### config.mk
export PLATFORM = sky130hd
export DESIGN_NAME = prg_window_override
export DESIGN_NICKNAME = d
export VERILOG_FILES = /design/src/rtl/prg_ovr_pkg.sv /design/src/rtl/prg_ovr_decode.sv /design/src/rtl/prg_ovr_reg.sv /design/src/rtl/prg_ovr_mux.sv /design/src/rtl/prg_window_override.sv
export SDC_FILE = /design/constraint.sdc
export NUM_CORES = 1
export LEC_CHECK = 0
export BUFFER_PORTS_ARGS = -buffer_cell sky130_fd_sc_hd__buf_4
export CORE_AREA = 4 4 41 43
export DETAILED_ROUTE_END_ITERATION = 8
export DIE_AREA = 0 0 45 47
export GPL_TIMING_DRIVEN = 0
export PLACE_DENSITY = 0.58
export SLEW_MARGIN = 20
export SYNTH_ARGS = -nofsm -noshare
export SYNTH_HDL_FRONTEND = slang
export SYNTH_SLANG_ARGS = --single-unit
### constraint.sdc
create_clock -name clk_i -period 0.94 [get_ports clk_i]
set_input_delay 0.188 -clock clk_i [delete_from_list [all_inputs] [get_ports clk_i]]
set_output_delay 0.188 -clock clk_i [all_outputs]
set_load 0.01 [all_outputs]
### src/rtl/prg_ovr_pkg.sv
package prg_ovr_pkg;
  localparam int DEF_ADDR_W  = 16;
  localparam int DEF_DATA_W  = 8;
  localparam int DEF_REG_W   = 6;
  localparam int DEF_PRG_W   = 5;
  localparam int DEF_SEL_BIT = 2;
  localparam int DEF_WIN_SET = 14;  // must be 1 inside the window
  localparam int DEF_WIN_CLR = 13;  // must be 0 inside the window
endpackage

### src/rtl/prg_ovr_decode.sv
module prg_ovr_decode #(
  parameter int ADDR_W  = prg_ovr_pkg::DEF_ADDR_W,
  parameter int SEL_BIT = prg_ovr_pkg::DEF_SEL_BIT,
  parameter int WIN_SET = prg_ovr_pkg::DEF_WIN_SET,
  parameter int WIN_CLR = prg_ovr_pkg::DEF_WIN_CLR
) (
  input  logic [ADDR_W-1:0] addr_i,
  input  logic              wr_i,
  input  logic              cs_ni,
  output logic              load_o,
  output logic              win_o
);
  always_comb begin
    load_o = wr_i & ~cs_ni & ~addr_i[SEL_BIT];
    win_o  = addr_i[WIN_SET] & ~addr_i[WIN_CLR];
  end
endmodule

### src/rtl/prg_ovr_reg.sv
module prg_ovr_reg #(
  parameter int REG_W = prg_ovr_pkg::DEF_REG_W
) (
  input  logic             clk_i,
  input  logic             rst_ni,
  input  logic             load_i,
  input  logic [REG_W-1:0] d_i,
  output logic [REG_W-1:0] q_o
);
  always_ff @(posedge clk_i or negedge rst_ni) begin
    if (!rst_ni)     q_o <= '0;
    else if (load_i) q_o <= d_i;
  end
endmodule

### src/rtl/prg_ovr_mux.sv
module prg_ovr_mux #(
  parameter int PRG_W = prg_ovr_pkg::DEF_PRG_W
) (
  input  logic             sel_i,
  input  logic [PRG_W-1:0] own_i,
  input  logic [PRG_W-1:0] host_i,
  output logic [PRG_W-1:0] out_o
);
  for (genvar b = 0; b < PRG_W; b++) begin : g_line
    assign out_o[b] = sel_i ? own_i[b] : host_i[b];
  end
endmodule

### src/rtl/prg_window_override.sv
module prg_window_override #(
  parameter int ADDR_W  = prg_ovr_pkg::DEF_ADDR_W,
  parameter int DATA_W  = prg_ovr_pkg::DEF_DATA_W,
  parameter int REG_W   = prg_ovr_pkg::DEF_REG_W,
  parameter int PRG_W   = prg_ovr_pkg::DEF_PRG_W,
  parameter int SEL_BIT = prg_ovr_pkg::DEF_SEL_BIT,
  parameter int WIN_SET = prg_ovr_pkg::DEF_WIN_SET,
  parameter int WIN_CLR = prg_ovr_pkg::DEF_WIN_CLR
) (
  input  logic              clk_i,
  input  logic              rst_ni,
  input  logic [ADDR_W-1:0] cpu_addr_i,
  input  logic [DATA_W-1:0] cpu_data_i,
  input  logic              cpu_wr_i,
  input  logic              host_cs_ni,
  input  logic [PRG_W-1:0]  host_prg_i,
  output logic [PRG_W-1:0]  prg_o,
  output logic              win_active_no
);
  localparam int SPARE_W = REG_W - PRG_W;

  logic             load;
  logic             win;
  logic [REG_W-1:0] bank_q;

  // Partial decode: only the select bit and the two window bits matter.
  logic addr_unused;
  logic data_unused;
  logic spare_unused;
  assign addr_unused  = ^cpu_addr_i;
  assign data_unused  = ^cpu_data_i;
  assign spare_unused = ^bank_q[REG_W-1:PRG_W];

  prg_ovr_decode #(
    .ADDR_W (ADDR_W),
    .SEL_BIT(SEL_BIT),
    .WIN_SET(WIN_SET),
    .WIN_CLR(WIN_CLR)
  ) u_dec (
    .addr_i(cpu_addr_i),
    .wr_i  (cpu_wr_i),
    .cs_ni (host_cs_ni),
    .load_o(load),
    .win_o (win)
  );

  prg_ovr_reg #(.REG_W(REG_W)) u_reg (
    .clk_i (clk_i),
    .rst_ni(rst_ni),
    .load_i(load),
    .d_i   (cpu_data_i[REG_W-1:0]),
    .q_o   (bank_q)
  );

  prg_ovr_mux #(.PRG_W(PRG_W)) u_mux (
    .sel_i (win),
    .own_i (bank_q[PRG_W-1:0]),
    .host_i(host_prg_i),
    .out_o (prg_o)
  );

  assign win_active_no = ~win;

  if (SPARE_W < 1) begin : g_bad_cfg
    initial $error("REG_W must exceed PRG_W");
  end
endmodule

Word-level counts from Yosys, hierarchy flattened
Cells that the tools add are included.
{ "op_classes": {"n_bitwise": 7, "n_mux": 5} }
{ "op_table": {"columns": ["cell", "count"], "rows": [
  ["1-bit 2-to-1 mux", 5],
  ["1-bit NOT", 4],
  ["1-bit AND", 3]
]} }
{ "totals": {"input_bits": 33, "out_inout_bits": 6, "ff_bits": 5} }

Longest topological paths before layout
{ "depth": {"depth_word": 3, "mapped_depth": 3} }

Cells and area by module
A second synthesis with hierarchy kept.
{ "hier_totals": {"hier_cells": 21, "area_unflattened_um2": 330.3} }
{ "modules_own_cells": {"columns": ["module", "n_inst", "cells_per_inst", "area_each_um2"], "rows": [
  ["prg_ovr_reg", 1, 13, 251.5],
  ["prg_ovr_mux", 1, 5, 56.3],
  ["prg_ovr_decode", 1, 2, 18.8],
  ["prg_window_override", 1, 1, 3.8]
]} }

Worst setup path after synthesis
Ideal clock, no wire load.
{ "synth_path": {"kind": "in2out", "start": "input port cpu_addr_i[13]", "end": "output port prg_o[0]", "n_path_buf": 1, "required_time_ps": 752, "setup_slack_ps": -52, "arrival_ps": 804, "cell_stages": 3, "path_cell_list": "nand2b_1 -> buf_2 -> mux2_2"} }
{ "synth_between": {"elab_chain_cells": 3} }
{ "synth_rtl": {"columns": ["item", "line", "rtl"], "rows": [
  ["from (decl)", "prg_window_override.sv:12", "input logic [ADDR_W-1:0] cpu_addr_i,"],
  ["1-bit NOT", "prg_ovr_decode.sv:15", "win_o = addr_i[WIN_SET] & ~addr_i[WIN_CLR];"],
  ["1-bit AND", "prg_ovr_decode.sv:15", null],
  ["1-bit 2-to-1 mux", "prg_ovr_mux.sv:10", "assign out_o[b] = sel_i ? own_i[b] : host_i[b];"],
  ["to (decl)", "prg_window_override.sv:17", "output logic [PRG_W-1:0] prg_o,"]
]} }
Every way passes these cells.

Worst setup path in the final report
{ "layout_path": {"start": "register u_reg.q_o[4]", "end": "output port prg_o[4]"} }
{ "layout_between": {"elab_chain_cells": 1} }
{ "layout_rtl": {"columns": ["item", "line", "rtl"], "rows": [
  ["from (decl)", "prg_ovr_reg.sv:8", "output logic [REG_W-1:0] q_o"],
  ["from (signal assigned)", "prg_ovr_reg.sv:12", "else if (load_i) q_o <= d_i;"],
  ["1-bit 2-to-1 mux", "prg_ovr_mux.sv:10", null]
]} }
Every way passes these cells.

==> summary.txt <==
Routing
  – Average wire per standard cell: 11.39 um
  – DRT Pass-1 Iters: 2
  – Routed vias/inst: about 4
  – Vias: 255
  – Residual DRC: 0
  – Final wirelength: a little over 700 um
  – Final ANT Viol Nets: 0
  – Initial DRC Count: 2

Synth
  – Sequential share of the synthesized area: 0.4673
  – Yosys top cell area share: 0.4673
  – Post-synthesis cell area: 267.8 um^2
  – Avg Synthesized Cell Area: 14.88 um^2
  – Synth unique cells: 5
  – FF+latch count, synth: 5
  – Synth warn: 0
  – Cells after Synth: 18
  – Cell taking the most area after synthesis: dfrtp_1
  – Syn nets: 51
  – Area contributors post-synth: dfrtp_1 47%, mux2_2 42%, nor3b_4 7.0%

Clocking
  – H-Tree Depth: 1
  – Inserted Clock Buffers: 3
  – Clock sink total: 5
  – CTS tree: yes
  – Clock Latency Late Sink: ~0.24 ns
  – Clock root cell: clkbuf_4
  – Maximum clock path buffer count: 2
  – Clk slew on worst S/H paths: 0.04 ns

Placed design
  – GP Congestion: 0.7199
  – Worst slack at placement: -0.2369 ns
  – Placement Cell Area: 484.2 um^2
  – Placed insts: 55
  – Port buffer count: 22

Floorplan
  – Number of top-level pins: 39
  – Die W: between 40 and 50 um
  – Core Region: around 1300 um^2
  – DIE HEIGHT: between 40 and 50 um
  – Initial Utilization: 0.2058
  – Row cnt: 13
  – Die area: 2115 um^2

Worst setup path
  – Crit path required time: 0.75 ns
  – Worst path arrival time: slightly above 1 ns
  – Crit path launch type: register
  – Worst setup EP type: output port
  – Worst-path fanout max: 2
  – CP Class: register to output port

Cells and area
  – Top flop regs: u_reg.q_o (5)
  – Most flop-heavy register: u_reg.q_o
  – Fraction of layout cells with a size suffix above 1: 0.8511
  – Largest register FFs: 5
  – Diode count: 0
  – Final #Nets: 81
  – Fin area: 554.3 um^2
  – Synthesis-to-layout area growth: 107.0%
  – Final Non-Filler Cells: between 60 and 70

Pwr
  – PwrDens: 1410 nW/um^2
  – Pleak: 0.2831 nW
  – Worst VDD drop: 0.6329 mV
  – Final Total Pwr: slightly below 800 uW

STA
  – Hold Vio Cnt, Final: 0
  – Slew @ Worst Pin: 0.2990 ns
  – Min Tclk post-route: roughly 1.2 ns
  – Clock skew: 0 ns
  – Rel. slew slack: 0.8005
  – Fin crit share: 1.278
  – Fmax: 0.8326 GHz
  – Setup TNS: -1.328 ns
  – Max Transition Viols Final: 0
  – Setup-failing EPs final: 6
  – Final Worst Setup Slack: -0.2610 ns
  – RSZ-0062 raised after global routing: true

Global route
  – GR Util met2: 0.1102
  – Initial antenna violation count: 0
  – Vias in the first global route: 260
  – GR peak layer: met2
  – Largest net degree at the start of global routing: 7
  – GR Util met1: 0.07356
  – Gr usage total: 0.06899
  – Met3 usage: 0.02682
  – GRT Residual Overflow: 0
  – First-pass GRT wire length: around 1.0 mm

Status
  – Violated checks: negative setup slack
  – Outcome: finished with violations

Hold path
  – Worst hold path class: primary input to register

Job
  – # Max-Cap Violations: 0
-- timing repair --
action | 4_1_cts | 5_1_grt
endpoints found under the hold margin | 5 | 0
endpoints found under the setup margin | 5 | 5
gates cloned | 0 | 0
hold buffers | 1 | 0
setup buffers | 1 | 1
resized for setup | 5 | 0
-- synthesized netlist by cell type --
library cell  number
mux2_2            10
dfrtp_1            5
buf_2              1
nand2b_1           1
nor3b_4            1
-- kinds of logic after synthesis --
group	after synthesis	share of synthesized area
buffers and inverters	1	0.01867
muxes	10	0.4206
DFF	5	0.4673
and+or+nand+nor	2	0.09348
-- cell usage in the layout, fill, tap and decap left out --
cell	instances
mux2_4	5
dfrtp_1	5
mux2_2	5
nand2b_4	1
nor3b_4	1
clkbuf_1	1
clkbuf_4	3
dlygate4sd3_1	1
buf_6	6
buf_4	19
-- routing by layer --
metal / part of all wire / vias up
met1: 0.37 / 109
met2: 0.44 / 21
met3: 0.18 / 2
met4: 0.016 / 0
li1: - / 123
met5: 0 / -
-- per-stage QoR --
stage          utilization  hold WS, ns
3_5_place_dp        0.3721    -0.006484
2_1_floorplan            -      -0.1076
4_1_cts             0.4202       0.1737
6_report            0.4260       0.1790
3_3_place_gp        0.3721     -0.01095
5_1_grt             0.4260       0.1752
-- path summary, 6_finish.rpt --
| kind | from | slack [ns] | endpoint | depth (start not counted) |
|---|---|---|---|---|
| max in group asynchronous | rst_ni | 0.55 | u_reg.q_o[2] | 2 |
| min in group asynchronous | rst_ni | 0.28 | u_reg.q_o[1] | 2 |
| hold reg to reg | u_reg.q_o[2] | 0.52 | u_reg.q_o[2] | 1 |
| hold / removal | cpu_data_i[4] | 0.18 | u_reg.q_o[4] | 2 |
| setup reg to reg | u_reg.q_o[0] | -0.05 | u_reg.q_o[0] | 3 |
| setup / recovery | u_reg.q_o[4] | -0.26 | prg_o[4] | 2 |
-- layout make-up --
cell class,count,area (um^2)
fill,124,747.0
timing repair buffer,25,209.0
multi-input combinational,12,163.9
sequential,5,125.1
clock buffer,4,26.28
tap,15,18.77
buffer,1,11.26
-- critical path: stages, from the launching register on --
cell	delay, ns
dfrtp_1	0.38
mux2_4	0.27
buf_6	0.12
-- power by group --
part	internal (mW)	switching [mW]	leakage, nW
sequential	0.257	0.0245	0.0592
combinational	0.185	0.0722	0.209
clock	0.160	0.0824	0.0150
(Power assumes the default switching activity.)
